`config.mk`:
```
export PLATFORM = sky130hd
export DESIGN_NAME = zs_frame_builder
export DESIGN_NICKNAME = d
export VERILOG_FILES = /design/src/rtl/zsf_pkg.sv /design/src/rtl/zsf_lowest_pick.sv /design/src/rtl/zsf_window_reg.sv /design/src/rtl/zs_frame_builder.sv
export SDC_FILE = /design/constraint.sdc
export NUM_CORES = 1
export LEC_CHECK = 0
export BUFFER_PORTS_ARGS = -buffer_cell sky130_fd_sc_hd__buf_2
export CORE_AREA = 2 2 178 180
export CTS_CLUSTER_SIZE = 40
export DETAILED_ROUTE_END_ITERATION = 6
export DIE_AREA = 0 0 180 182
export PLACE_DENSITY = 0.68
export SYNTH_ARGS = -nofsm -noshare
export SYNTH_HDL_FRONTEND = slang
export SYNTH_SLANG_ARGS = --single-unit
```
`constraint.sdc`:
```
create_clock -name clk -period 9.3 [get_ports clk]
set_input_delay 0.465 -clock clk [delete_from_list [all_inputs] [get_ports clk]]
set_output_delay 0.465 -clock clk [all_outputs]
set_load 0.1 [all_outputs]
```
`src/rtl/zsf_pkg.sv`:
```
package zsf_pkg;
    typedef enum logic [1:0] {
        ZS_IDLE = 2'd0,
        ZS_HEAD = 2'd1,
        ZS_BODY = 2'd2
    } zs_phase_e;
endpackage

```
`src/rtl/zsf_lowest_pick.sv`:
```
// Finds the lowest set bit of a pending mask; NUM >= 2.
module zsf_lowest_pick #(
    parameter int NUM = 16,
    parameter int IW  = $clog2(NUM)
) (
    input  logic [NUM-1:0] mask,
    output logic [IW-1:0]  idx,
    output logic [NUM-1:0] onehot,
    output logic           single
);
    always_comb begin
        onehot = mask & (~mask + NUM'(1));
        single = (mask != '0) && ((mask & (mask - NUM'(1))) == '0);
        idx    = '0;
        for (int i = 0; i < NUM; i++) begin
            if (onehot[i]) idx = IW'(i);
        end
    end
endmodule

```
`src/rtl/zsf_window_reg.sv`:
```
// Holds the timestamp and per-channel samples of the window being framed.
module zsf_window_reg #(
    parameter int NUM    = 16,
    parameter int TS_W   = 16,
    parameter int DATA_W = 16
) (
    input  logic                  clk,
    input  logic                  rst_n,
    input  logic                  load,
    input  logic [TS_W-1:0]       ts_in,
    input  logic [NUM*DATA_W-1:0] data_in,
    output logic [TS_W-1:0]       ts_out,
    output logic [NUM*DATA_W-1:0] data_out
);
    logic [TS_W-1:0] ts_d, ts_q;

    always_comb ts_d = load ? ts_in : ts_q;

    always_ff @(posedge clk or negedge rst_n) begin
        if (!rst_n) ts_q <= '0;
        else        ts_q <= ts_d;
    end

    assign ts_out = ts_q;

    for (genvar c = 0; c < NUM; c++) begin : g_ch
        logic [DATA_W-1:0] smp_d, smp_q;

        always_comb smp_d = load ? data_in[c*DATA_W +: DATA_W] : smp_q;

        always_ff @(posedge clk or negedge rst_n) begin
            if (!rst_n) smp_q <= '0;
            else        smp_q <= smp_d;
        end

        assign data_out[c*DATA_W +: DATA_W] = smp_q;
    end
endmodule

```
`src/rtl/zs_frame_builder.sv`:
```
module zs_frame_builder #(
    parameter int NUM_CH = 16,
    parameter int TS_W   = 16,
    parameter int DATA_W = 16,
    parameter int IDX_W  = $clog2(NUM_CH),
    parameter int WORD_W = IDX_W + DATA_W
) (
    input  logic                     clk,
    input  logic                     rst_n,
    input  logic                     win_valid,
    output logic                     win_ready,
    input  logic [TS_W-1:0]          win_ts,
    input  logic [NUM_CH-1:0]        win_hits,
    input  logic [NUM_CH*DATA_W-1:0] win_data,
    output logic                     out_valid,
    input  logic                     out_ready,
    output logic [WORD_W-1:0]        out_data,
    output logic                     out_first,
    output logic                     out_last
);
    import zsf_pkg::*;

    typedef struct packed {
        zs_phase_e         phase;
        logic [NUM_CH-1:0] pend;
    } zs_state_t;

    zs_state_t st_d, st_q;
    logic                     load;
    logic [TS_W-1:0]          cur_ts;
    logic [NUM_CH*DATA_W-1:0] cur_data;
    logic [IDX_W-1:0]         pick_idx;
    logic [NUM_CH-1:0]        pick_bit;
    logic                     pick_single;
    logic [DATA_W-1:0]        pick_data;

    zsf_window_reg #(.NUM(NUM_CH), .TS_W(TS_W), .DATA_W(DATA_W)) win_reg_i (
        .clk      (clk),
        .rst_n    (rst_n),
        .load     (load),
        .ts_in    (win_ts),
        .data_in  (win_data),
        .ts_out   (cur_ts),
        .data_out (cur_data)
    );

    zsf_lowest_pick #(.NUM(NUM_CH), .IW(IDX_W)) pick_i (
        .mask   (st_q.pend),
        .idx    (pick_idx),
        .onehot (pick_bit),
        .single (pick_single)
    );

    assign pick_data = cur_data[pick_idx*DATA_W +: DATA_W];

    always_comb begin
        st_d = st_q;
        load = 1'b0;
        unique case (st_q.phase)
            ZS_IDLE: begin
                if (win_valid && (win_hits != '0)) begin
                    load       = 1'b1;
                    st_d.pend  = win_hits;
                    st_d.phase = ZS_HEAD;
                end
            end
            ZS_HEAD: begin
                if (out_ready) st_d.phase = ZS_BODY;
            end
            ZS_BODY: begin
                if (out_ready) begin
                    st_d.pend = st_q.pend & ~pick_bit;
                    if (pick_single) st_d.phase = ZS_IDLE;
                end
            end
            default: st_d.phase = ZS_IDLE;
        endcase
    end

    always_ff @(posedge clk or negedge rst_n) begin
        if (!rst_n) st_q <= '{phase: ZS_IDLE, pend: '0};
        else        st_q <= st_d;
    end

    assign win_ready = (st_q.phase == ZS_IDLE);
    assign out_valid = (st_q.phase != ZS_IDLE);
    assign out_first = (st_q.phase == ZS_HEAD);
    assign out_last  = (st_q.phase == ZS_BODY) && pick_single;
    assign out_data  = (st_q.phase == ZS_HEAD) ? WORD_W'(cur_ts) : {pick_idx, pick_data};


    empty_drop_chk: assert property (@(posedge clk) disable iff (!rst_n)
        (win_valid && win_ready && (win_hits == '0)) |=> (win_ready && !out_valid));


    frame_open_chk: assert property (@(posedge clk) disable iff (!rst_n)
        (win_valid && win_ready && (win_hits != '0)) |=> (out_valid && out_first));


    ascend_idx_chk: assert property (@(posedge clk) disable iff (!rst_n)
        (out_valid && out_ready && !out_first && !out_last)
        |=> (out_data[WORD_W-1 -: IDX_W] > $past(out_data[WORD_W-1 -: IDX_W])));


    frame_close_chk: assert property (@(posedge clk) disable iff (!rst_n)
        (out_valid && out_ready && out_last) |=> (!out_valid && win_ready));


    stall_hold_chk: assert property (@(posedge clk) disable iff (!rst_n)
        (out_valid && !out_ready) |=> (out_valid && $stable(out_data)
                                       && $stable(out_first) && $stable(out_last)));
endmodule

```
==> impl_summary.md <==
Logic synthesis
The number of nets in the synthesized netlist is 1315. Counting flops and latches in the post-synthesis netlist gives 290. The number of distinct standard cells referenced by the synthesized netlist is 49. After synthesis the cells add up to 13700 um^2. The number of warnings issued by yosys is 0. Sequential cells were found to cover 52.9% of the synthesized design area.

The average instance area after synthesis is 13.4 um^2. Counting flops with a built-in enable in the synthesized netlist gives 0. The commonest register cell after synthesis is dfrtp_1.

The synthesized netlist cell count is 1023. The post-synthesis async set-or-reset flop share is 100%.

Critical path
By instance count, the cell type seen most on the critical path is nand2_1. The worst setup path is captured at a primary output. The largest fanout of any net on the critical path is 50. In this design, the stage delay of the slowest critical-path cell is 720 ps.

The required time of the critical path is 8840 ps. The critical path goes through nor4_4, nand2_1, nor2_1, a22o_4, buf_4, nand2_1, o22a_1, a31oi_1, buf_2. Setup slack on the worst reg-to-reg path comes out at 6710 ps. The worst register-to-register path begins at st_q[0]. The classification of the worst setup path is reg2out. STA classifies the critical path startpoint as a flop. The slowest cell on the critical path is buf_4.

The logic depth of the worst path, buffers included is 9. The worst register-to-register path ends at st_q[17]. The kind of cell adding the most delay to the critical path is simple AND/OR/NAND/NOR gates.

The buffers plus inverters on the worst setup path is 2. The worst-case reg-to-reg path depth is 7. The data arrival at the endpoint of the critical path is 4770 ps.

STA
The worst path uses 56.3% of the clock period. The final-report hold violation count is 0. Setup repair after global routing left no endpoint under its margin. The slew of the pin with the lowest slew margin is 1260 ps. The total count of max-transition violations in the final report is 0. The number of endpoints failing setup at the final stage is 0. The worst relative slew slack is 15.9%. The minimum setup slack in the final design is 4060 ps. The worst clock skew on the final layout is 6.18 ps.

The maximum clock frequency is 191 MHz. The post-route setup TNS is 0 ps. For the finished layout, the period the worst path requires is 5240 ps.

Pwr
The relative contribution of the clock network to total power is 17.8%. Dividing total power by cell area gives a power density of 413 nW/um^2. The part of the total power dissipated in combinational logic is 48.7%. The worst-case IR drop observed on VDD is 0.000288 V. The switching power share of the total is 42.3%. The cell-internal power is 3.95 mW. In this run the static leakage power is 7.48 nW. For this design the total switching power over the nets is 2.90 mW.

The part of the total power dissipated in sequential elements is 33.5%.

Place
The count of input and output buffers is 315. At the end of routability-driven placement, the weighted congestion stood at 0.891. The HPWL after detailed placement is 27800 um.

Timing analysis after detailed placement gives a worst setup slack of 4680 ps.

Drt
The number of detailed-routing iterations run before antenna repair is 5. After detailed routing, the number of remaining DRC violations is 0. The starting DRC count in detailed routing is 463. The total routed wirelength is 38500 um. The average wire per standard cell is 22.0 um.

The detailed router placed 9670 vias in this run. Using the TritonRoute via totals, the vias-per-cell ratio works out to 5.52. The post-route antenna net violation count is 0.

Die
The die covers 32800 um^2. In this run the vertical extent of the chip is 182 um. During I/O placement, the number of pins put on the boundary was 316. The die width is 180 um. The starting density of the core is 44.3%.

The floorplan has 65 rows. The floorplan step defined a core boundary enclosing 31000 um^2.

Layout
The layout has 2671 filler cells. The number of nets in the final layout is 1605. The relative area change from synthesis to final layout is 21.0%.

In the final layout, the share of cells above drive strength 1 is 50.8%.

Global route
The number of antenna violations at the first check in global routing is 13. The first global-routing pass estimated 58300 um of wire. The pin count of the biggest net entering global routing is 196.

Global routing consumed, over all layers together, 23.0% of the routing resources. Global routing finished with a remaining overflow of 0. The via count of the first global-routing pass is 9904.

Clock tree
The clock transition at the registers of the reported paths is 60 ps. CTS built an H-tree with a depth of 1. The clock tree root buffer cell is clkbuf_16. The TritonCTS clock tree is done. The total number of clock tree sinks is 290. The number of setup buffers added after CTS is 0. Counting the buffers created by CTS gives 31. Post-CTS repair changed the size of 0 cells. The total of hold buffers inserted after clock tree synthesis is 1. The clock latency reported for the late side of the worst-skew pair is 560 ps. The maximum buffer depth of the clock tree is 3.

Job
The max-cap check violation count is 0.

Worst hold path
The depth of the worst hold-timing path is 2. In this run the worst hold path is classified as in2reg. In this run the most critical hold path is launched from win_data[235]. For hold timing, the worst endpoint is win_reg_i.g_ch[14].smp_q[11].

Run status
The flow ran to the end, and the final reports show no timing, DRC or antenna violations.
[stage by stage]
stage	cells	power, mW	util, %	hold WS (ps)	instance area, um^2
6_report	1752	6.85	53.6	125	16600
5_1_grt	1749	7.21	53.6	104	16600
2_1_floorplan	1023	4.94	-	169	13700
3_3_place_gp	1681	5.57	50.2	484	15600
3_5_place_dp	1681	5.65	50.2	490	15600
4_1_cts	1740	6.89	53.5	98.3	16600
[cells by family (layout without fill, tap and decap cells)]
kind of cell	after synthesis	count (layout)	share of synthesized area, %
xor+xnor	1	1	0.0638
flops	290	290	52.9
mux	396	396	33.2
fa+ha+maj	3	3	0.219
simple gates	115	115	4.18
other cells	0	12	0
compound gates	137	137	6.32
buf+inv	81	396	3.21
[cells in the mapped netlist (2+ instances only)]
cell type | number | share of area, %
or4_1 | 4 | 0.22
nand2b_1 | 5 | 0.23
buf_1 | 18 | 0.49
a22o_1 | 2 | 0.13
a2111oi_0 | 2 | 0.13
nor2b_1 | 2 | 0.091
maj3_1 | 3 | 0.22
o211ai_1 | 5 | 0.27
mux2_2 | 277 | 23
mux2_1 | 3 | 0.25
o21ai_1 | 4 | 0.15
nor4_1 | 5 | 0.23
a21oi_1 | 11 | 0.40
nor2_1 | 51 | 1.4
buf_2 | 10 | 0.36
a32oi_1 | 2 | 0.13
inv_1 | 10 | 0.27
clkbuf_1 | 33 | 0.90
mux4_2 | 19 | 3.1
nor3_1 | 3 | 0.11
mux2i_1 | 97 | 7.1
or3_1 | 3 | 0.14
o22a_1 | 9 | 0.57
o21ai_0 | 34 | 1.2
buf_6 | 2 | 0.16
a22oi_1 | 6 | 0.33
a211oi_1 | 5 | 0.27
nand3_1 | 8 | 0.29
o31ai_1 | 2 | 0.11
buf_12 | 6 | 0.87
dfrtp_1 | 290 | 53
nand2_1 | 23 | 0.63
or2_2 | 2 | 0.091
nor4_4 | 3 | 0.46
o22ai_1 | 36 | 1.6
a31oi_1 | 15 | 0.68
[how the worst max path moves through the flow]
stage | start | endpoint
finish | st_q[0] | out_data[0]
global route | st_q[1] | out_data[0]
CTS | st_q[0] | out_data[0]
detailed placement | st_q[0] | out_data[0]
global placement | st_q[0] | out_data[0]
floorplan | st_q[1] | out_data[11]
[placed cells by master, fill, tap and decap left out, types with 6 or more instances in the layout]
cell / instances
buf_2: 314
dfrtp_1: 290
mux2_2: 277
mux2i_1: 97
nor2_1: 51
o22ai_1: 36
o21ai_0: 34
clkbuf_16: 31
nand2_1: 23
mux4_2: 19
a31oi_1: 15
diode_2: 12
a21oi_1: 11
inv_1: 10
clkbuf_1: 10
o22a_1: 9
buf_4: 9
clkbuf_8: 8
nand3_1: 7
a22oi_1: 6
[final cells by class]
type                    count  area, um^2  area share, %
flip-flops and latches    290        7260           43.7
multi-input cells         652        6060           36.5
repair buffers            327        1700           10.3
clock buffers              49         923           5.56
well taps                 402         503           3.03
clock inverters             9        93.8          0.565
inverters                  11        41.3          0.249
diodes                     12        30.0          0.181
[sequential cells by signal, summed over array words and instances, names as in the netlist]
| register | flops |
|---|---|
| win_reg_i.g_ch.smp_q | 256 |
| win_reg_i.ts_out | 16 |
| st_q | 18 |
[worst register-to-register path: cells and delay by family, from the launching register on]
kind,cells,cell delay [ps]
AO/OA/AOI/OAI,3,540
AND/OR/NAND/NOR,4,1480
flip-flops,1,460
[layer usage]
metal / vias up / share of wire [%] / track usage (%)
li1: 4369 / - / -
met4: 4 / 3.3 / 7.80
met2: 316 / 47 / 36.7
met3: 75 / 5.5 / 4.09
met5: - / 0.070 / 0
met1: 4906 / 45 / 32.0
[power by group through the flow]
stage                     sequential, mW  clock [mW]  combinational (mW)
after global placement              2.28           0                3.29
after CTS                           2.29        1.25                3.35
after detailed placement            2.31           0                3.34
after global routing                2.38        1.30                3.53
final                               2.29        1.22                3.34
after floorplan                     2.15           0                2.79
Note: power is estimated with default switching activity, not from simulation.
